==> src/rtl/blkphase_pkg.sv <==
package blkphase_pkg;

    typedef enum logic [1:0] {
        PH_STREAM = 2'd0,
        PH_LAUNCH = 2'd1,
        PH_WAIT   = 2'd2
    } phase_e;

    typedef struct packed {
        logic bank;
        logic dflt;
        logic err;
    } tbl_state_t;

    // True when 'seen' samples complete a block of length 'len' (0 acts as 1).
    function automatic logic block_full(input int unsigned seen, input int unsigned len);
        int unsigned eff;
        eff = (len == 0) ? 1 : len;
        return seen >= eff;
    endfunction

endpackage

==> src/rtl/blkphase_cnt.sv <==
module blkphase_cnt
    import blkphase_pkg::*;
#(
    parameter int CNT_W = 10
) (
    input  logic             clk,
    input  logic             rst,
    input  logic             pop,
    input  logic [CNT_W-1:0] blk_len,
    output logic             last
);
    logic [CNT_W-1:0] seen_q;

    always_comb begin
        last = pop && block_full(32'(seen_q) + 32'd1, 32'(blk_len));
    end

    always_ff @(posedge clk) begin
        if (rst) begin
            seen_q <= '0;
        end else if (last) begin
            seen_q <= '0;
        end else if (pop) begin
            seen_q <= seen_q + 1'b1;
        end
    end
endmodule

==> src/rtl/blkphase_wdog.sv <==
module blkphase_wdog #(
    parameter int WDOG_CYC = 4175
) (
    input  logic clk,
    input  logic rst,
    input  logic clr,
    input  logic run,
    output logic expire
);
    localparam int WD_W = (WDOG_CYC > 1) ? $clog2(WDOG_CYC) : 1;
    localparam logic [WD_W-1:0] WD_LAST = WD_W'(WDOG_CYC - 1);

    logic [WD_W-1:0] tick_q;

    assign expire = run && (tick_q == WD_LAST);

    always_ff @(posedge clk) begin
        if (rst || clr) begin
            tick_q <= '0;
        end else if (run && !expire) begin
            tick_q <= tick_q + 1'b1;
        end
    end
endmodule

==> src/rtl/blkphase_seq.sv <==
module blkphase_seq
    import blkphase_pkg::*;
(
    input  logic   clk,
    input  logic   rst,
    input  logic   last,
    input  logic   calc_done,
    input  logic   wd_expire,
    output phase_e phase,
    output logic   start,
    output logic   swap,
    output logic   overrun
);
    phase_e ph_q, ph_d;

    assign phase   = ph_q;
    assign start   = (ph_q == PH_LAUNCH);
    assign swap    = (ph_q == PH_WAIT) && calc_done;
    assign overrun = (ph_q == PH_WAIT) && !calc_done && wd_expire;

    always_comb begin
        ph_d = ph_q;
        unique case (ph_q)
            PH_STREAM: if (last) ph_d = PH_LAUNCH;
            PH_LAUNCH: ph_d = PH_WAIT;
            PH_WAIT:   if (calc_done || wd_expire) ph_d = PH_STREAM;
            default:   ph_d = PH_STREAM;
        endcase
    end

    always_ff @(posedge clk) begin
        if (rst) ph_q <= PH_STREAM;
        else     ph_q <= ph_d;
    end
endmodule

==> src/rtl/blkphase_bank.sv <==
module blkphase_bank
    import blkphase_pkg::*;
(
    input  logic       clk,
    input  logic       rst,
    input  logic       swap,
    input  logic       overrun,
    output tbl_state_t st
);
    tbl_state_t st_q;

    assign st = st_q;

    always_ff @(posedge clk) begin
        if (rst) begin
            st_q <= '{bank: 1'b0, dflt: 1'b1, err: 1'b0};
        end else begin
            if (swap) begin
                st_q.bank <= ~st_q.bank;
                st_q.dflt <= 1'b0;
            end
            if (overrun) st_q.err <= 1'b1;
        end
    end
endmodule

==> src/rtl/blkphase_ctrl.sv <==
module blkphase_ctrl
    import blkphase_pkg::*;
#(
    parameter int CNT_W    = 10,
    parameter int WDOG_CYC = 4175
) (
    input  logic             clk,
    input  logic             rst,
    input  logic             smp_valid,
    input  logic             buf_full,
    input  logic [CNT_W-1:0] blk_len,
    input  logic             calc_done,
    output logic             pop_en,
    output logic             calc_start,
    output logic             tbl_swap,
    output logic             tbl_bank,
    output logic             tbl_default,
    output logic             rdy_for_data,
    output logic             calc_timeout
);
    phase_e     phase;
    logic       last, wd_expire, overrun;
    tbl_state_t tst;

    assign pop_en       = (phase == PH_STREAM) && smp_valid;
    assign rdy_for_data = (phase == PH_STREAM) && !buf_full;
    assign tbl_bank     = tst.bank;
    assign tbl_default  = tst.dflt;
    assign calc_timeout = tst.err;

    blkphase_cnt #(.CNT_W(CNT_W)) u_cnt (
        .clk(clk), .rst(rst), .pop(pop_en), .blk_len(blk_len), .last(last)
    );

    blkphase_seq u_seq (
        .clk(clk), .rst(rst), .last(last), .calc_done(calc_done),
        .wd_expire(wd_expire), .phase(phase), .start(calc_start),
        .swap(tbl_swap), .overrun(overrun)
    );

    blkphase_wdog #(.WDOG_CYC(WDOG_CYC)) u_wdog (
        .clk(clk), .rst(rst), .clr(calc_start),
        .run(phase == PH_WAIT), .expire(wd_expire)
    );

    blkphase_bank u_bank (
        .clk(clk), .rst(rst), .swap(tbl_swap), .overrun(overrun), .st(tst)
    );
endmodule

==> config.mk <==
export PLATFORM = sky130hd
export DESIGN_NAME = blkphase_ctrl
export DESIGN_NICKNAME = d
export VERILOG_FILES = /design/src/rtl/blkphase_pkg.sv /design/src/rtl/blkphase_cnt.sv /design/src/rtl/blkphase_wdog.sv /design/src/rtl/blkphase_seq.sv /design/src/rtl/blkphase_bank.sv /design/src/rtl/blkphase_ctrl.sv
export SDC_FILE = /design/constraint.sdc
export NUM_CORES = 1
export LEC_CHECK = 0
export ABC_AREA = 1
export BUFFER_PORTS_ARGS = -buffer_cell sky130_fd_sc_hd__buf_2
export CAP_MARGIN = 20
export CORE_MARGIN = 2
export CORE_UTILIZATION = 45
export CTS_CLUSTER_DIAMETER = 50
export DETAILED_ROUTE_END_ITERATION = 8
export GPL_TIMING_DRIVEN = 0
export HOLD_SLACK_MARGIN = 0.05
export PLACE_DENSITY_LB_ADDON = 0.15
export SKIP_LAST_GASP = 1
export SLEW_MARGIN = 10
export SYNTH_ARGS = -nofsm -noshare
export SYNTH_HDL_FRONTEND = slang
export SYNTH_SLANG_ARGS = --single-unit
==> constraint.sdc <==
create_clock -name clk -period 4 [get_ports clk]
set_input_delay 0.6 -clock clk [delete_from_list [all_inputs] [get_ports clk]]
set_output_delay 0.6 -clock clk [all_outputs]
set_load 0.05 [all_outputs]
# Word-level counts from Yosys, hierarchy flattened
# Index checks and enable logic that the tools add are counted.
# op_classes
addsub	3
order_cmp	1
eq_ne	5
n_mux	4
n_bitwise	1
reduce_logical	17
# ops
operator	count
$ge 32x32->1	1
$add 13x1->13 const B	1
$eq 13x13->1 const B	1
$add 10x1->11 const B	1
$add 10x1->10 const B	1
$logic_not 10->1	1
$mux 10	1
$logic_and 1x1->1	8
$pmux 2 s3	1
$mux 2	2
$ne 2x2->1 const B	2
$logic_not 1->1	3
$eq 2x1->1 const B	1
$eq 2x2->1 const B	1
$logic_not 2->1	1
$logic_or 1x1->1	2
$reduce_and 2->1	1
$reduce_or 2->1	1
$not 1->1	1
# totals
register_bits	28
inputBits	15
out_inout_bits	7
wordCells	37

# Depth between registers and ports, before layout
# depth
ltp_word	6
depth_mapped	17
mapped_depth_nobuf	17

# Cells and area by module
# Synthesis repeated with hierarchy kept, for this count alone.
# hier_totals
cells_unflattened	304
area_unflattened_um2	1995.7
# by_module_without_submodules
module	instances	cells_each	area_each_um2	seq_area_each_um2
blkphase_wdog	1	141	909.6	260.2
blkphase_cnt	1	128	858.3	200.2
blkphase_seq	1	16	103.8	40.0
blkphase_bank	1	12	97.6	60.1
blkphase_ctrl	1	7	26.3	0.0

# Worst setup path after synthesis
# OpenSTA, ideal clock, no wires.
# synth_path
path_kind	input port to output port
startpoint	in buf_full
endpoint	out rdy_for_data
t_arrival_ns	1.645
required_ns	3.400
setup_slack_ns	1.755
path_stages	1
n_path_buf	0
path_cell_list	nor3_1
# synth_via
elab_chain_len	2
# synth_rtl
element	line_no	text
start, declared	blkphase_ctrl.sv:10	input logic buf_full,
$logic_not 1->1	blkphase_ctrl.sv:26	assign rdy_for_data = (phase == PH_STREAM) && !buf_full;
$logic_and 1x1->1	blkphase_ctrl.sv:26	
end, declared	blkphase_ctrl.sv:18	output logic rdy_for_data,
# Every way passes these cells.

# Worst setup path after layout
# layout_path
startpoint	reg u_cnt.seen_q[0]
endpoint	reg u_cnt.seen_q[9]
# layout_via
elab_chain_len	4
word_cells_on_any_way	5
cone_classes	add/sub (2); order compare (1); reduce/logical (2)
# layout_rtl
element	line_no	text
start, declared	blkphase_cnt.sv:12	logic [CNT_W-1:0] seen_q;
start signal, assigned	blkphase_cnt.sv:24	seen_q <= seen_q + 1'b1;
$add 10x1->11	blkphase_cnt.sv:15	last = pop && block_full(32'(seen_q) + 32'd1, 32'(blk_len));
$ge 32x32->1	blkphase_pkg.sv:19	return seen >= eff;
$logic_and 1x1->1	blkphase_cnt.sv:15	
$reduce_or 2->1 (no source line)	--	
# Several ways; a longest one is shown, not always the timed one.
# A chain may end at the register's enable or synchronous reset.

==> reports/metrics.cfg <==
[status]
status = finished clean

[clock_network]
cts-root-buf = clkbuf_8
cts_setup_buffers = 0
cts_tree = yes
clkTransAtPathRegs_ns = 0.10
ctsHoldBuffers = 0
cts_buffers = 3
clock_latency_ns = 0.27
h-tree-depth = 1
cts_buffer_depth = 2
tritoncts_num_sinks = 28
cts_resized = 0

[layout]
final_cell_count_no_fill = 344
drive_above_1_share = 0.170
nets = 323
multiInputGateArea_sq_um = 1110
regArea_sq_um = 561
diodes = 0
areaGrowthSynthToFinish_pct = 12.8
fill_cells = 414

[logic_synthesis]
netlist_instances = 269
yosys.area.top_type = dfxtp_1
ys_seq_area_frac = 0.301
yosys.area.top_type_share = 0.301
synthTopCellsByArea = dfxtp_1 (30%), nand2_1 (16%), ha_1 (8.7%)
ys_ff_latch = 28
synth_warnings = 0
syn-cell-area_sq_um = 1860
synth_fp_nets = 297
syn_avg_cell_area_sq_um = 6.92
synth.distinct_cells = 29

[setup_path]
required_ns = 4.17
arrival_ns = 2.43
reg2reg_from = u_cnt.seen_q[0]
worstSetupPathType = reg2reg
worstSetupStartpointType = register
end_kind = register
startpoint = u_cnt.seen_q[0]
r2r_setup_slack_ns = 1.74
crit_fanout = 10

[power]
power_switching_share = 0.264
power_mw = 0.633
pwr-share-seq = 0.474
p_clk_frac = 0.349
leakagePower_nw = 0.955
cellInternalPower_mw = 0.466
p_sw_mw = 0.167
comb_power_share = 0.177
power_density_nw_per_um2 = 301
peakVddDrop_uv = 226

[routing]
vias = 1595
totalWireLength_um = 3450
ant_nets = 0
routed_via_density = 4.64
drcViolationCount = 0
first_pass_iters = 4
initialDrtViolationCount = 69
post_drt_wl_per_cell_um = 10.0

[place]
pre_cts_ws_ns = 1.59
routabilityCongestion = 0.841
dp_hpwl_um = 2760
port_buffers = 21
placed_cells = 340

[floorplanning]
coreArea_sq_um = 4000
rows = 23
start_util = 0.465
ios = 22
fp.dieH_um = 68.3
die_area_sq_um = 4670
die_x_um = 68.3

[timing]
fin_tns_setup_ns = 0
hold_viol = 0
fin_skew_ns = 0.00836
finalSetupViolations = 0
period_minus_slack_ns = 2.26
worstMarginPinSlew_ns = 0.451
rsz0062_at_grt = no
relSlewSlack = 0.696
setup_ws_ns = 1.74
max_freq_ghz = 0.443
slew_violations = 0
min_period_over_period = 0.565

[grt]
grt_pass1_vias = 1410
grt_pass1_wl_um = 6180
antenna_found_initial = 0
grt_max_degree = 17
overflow = 0
grt_usage = 0.172

[hold_path]
min_path_type = reg2reg
hp-start = u_bank.st[1]

[flow_run]
max_cap_viol_count = 0

-- cell type report --
cell class | instances | area share
multi-input cells | 196 | 0.527
flip-flops and latches | 28 | 0.267
inverters | 41 | 0.0733
repair buffers | 21 | 0.0500
well taps | 50 | 0.0298
clock buffers | 3 | 0.0197
plain buffers | 4 | 0.0197
clock inverters | 1 | 0.0143
-- worst max-delay path: stages, from the launching register on --
cell and delay [ns]:
dfxtp_1 0.48, nand3_1 0.15, nor2_1 0.15, nand2_1 0.11, o21ai_1 0.19, inv_1 0.07
ha_1 0.29, nand2_1 0.06, o21a_1 0.18, nand2_1 0.06, nand2_1 0.05, nand2_1 0.10
nand2_2 0.09, nand2_4 0.13, nor2_1 0.05
-- per-layer routing --
| layer | GRT usage | wire, um | up-vias |
|---|---|---|---|
| met2 | 0.245 | 1370 | 21 |
| li1 | - | - | 887 |
| met5 | 0 | 0 | - |
| met1 | 0.266 | 1950 | 685 |
| met4 | 0.0225 | 18 | 0 |
| met3 | 0.0395 | 114 | 2 |
-- cells in the final DEF, fill, tap and decap left out, drive strengths merged --
cell,instances
nand2,81
inv,41
nor2,31
dfxtp,28
buf,25
a21oi,18
xor2,13
ha,13
o21ai,10
nand3,8
nor3,8
xnor2,3
clkbuf,3
nor4,2
o21a,2
mux2i,2
nand4,2
o21bai,1
a31o,1
or2,1
bufinv,1
-- path summary, 6_finish.rpt --
path | endpoint | cells past startpoint
setup reg to reg | u_cnt.seen_q[9] | 14
setup / recovery | u_cnt.seen_q[9] | 14
hold reg to reg | u_bank.st[1] | 2
hold / removal | u_bank.st[1] | 2
-- flip-flops by register name (all words and copies together) (netlist names) --
name,count
u_cnt.seen_q,10
u_wdog.tick_q,13
u_bank.st,3
u_seq.phase,2
-- Yosys cell counts (all sizes together) --
| cell type | count |
|---|---|
| nand2 | 81 |
| inv | 41 |
| nor2 | 31 |
| dfxtp | 28 |
| a21oi | 18 |
| ha | 13 |
| xor2 | 13 |
| o21ai | 10 |
| nand3 | 8 |
| nor3 | 8 |
| buf | 4 |
| xnor2 | 3 |
| mux2i | 2 |
| nand4 | 2 |
| nor4 | 2 |
| o21a | 2 |
| a31o | 1 |
| o21bai | 1 |
| or2 | 1 |
-- power groups by stage --
| stage | Clock (mW) | Combinational (mW) | Sequential (mW) |
|---|---|---|---|
| 6_report | 0.221 | 0.112 | 0.300 |
| 3_3_place_gp | 0 | 0.112 | 0.307 |
| 3_5_place_dp | 0 | 0.113 | 0.307 |
| 4_1_cts | 0.233 | 0.114 | 0.301 |
| 2_1_floorplan | 0 | 0.0856 | 0.305 |
| 5_1_grt | 0.243 | 0.134 | 0.303 |
-- logic make-up after synthesis --
logic type	after synthesis	synth area share
and+or+nand+nor	133	0.310
adders and majority gates	13	0.0874
muxes	2	0.0108
xor gates and xnor gates	16	0.0753
DFF	28	0.301
buffers and inverters	45	0.105
AOI/OAI and AO/OA	32	0.110
-- through the flow --
stage                     hold WS [ns]  utilization  area, sq um
final                            0.459        0.525         2100
after CTS                        0.464        0.525         2100
after global routing             0.483        0.525         2100
after floorplan                  0.444            -         1860
after detailed placement         0.440        0.507         2030
after global placement           0.434        0.507         2030
No activity file was read; power rests on OpenSTA's default activity.
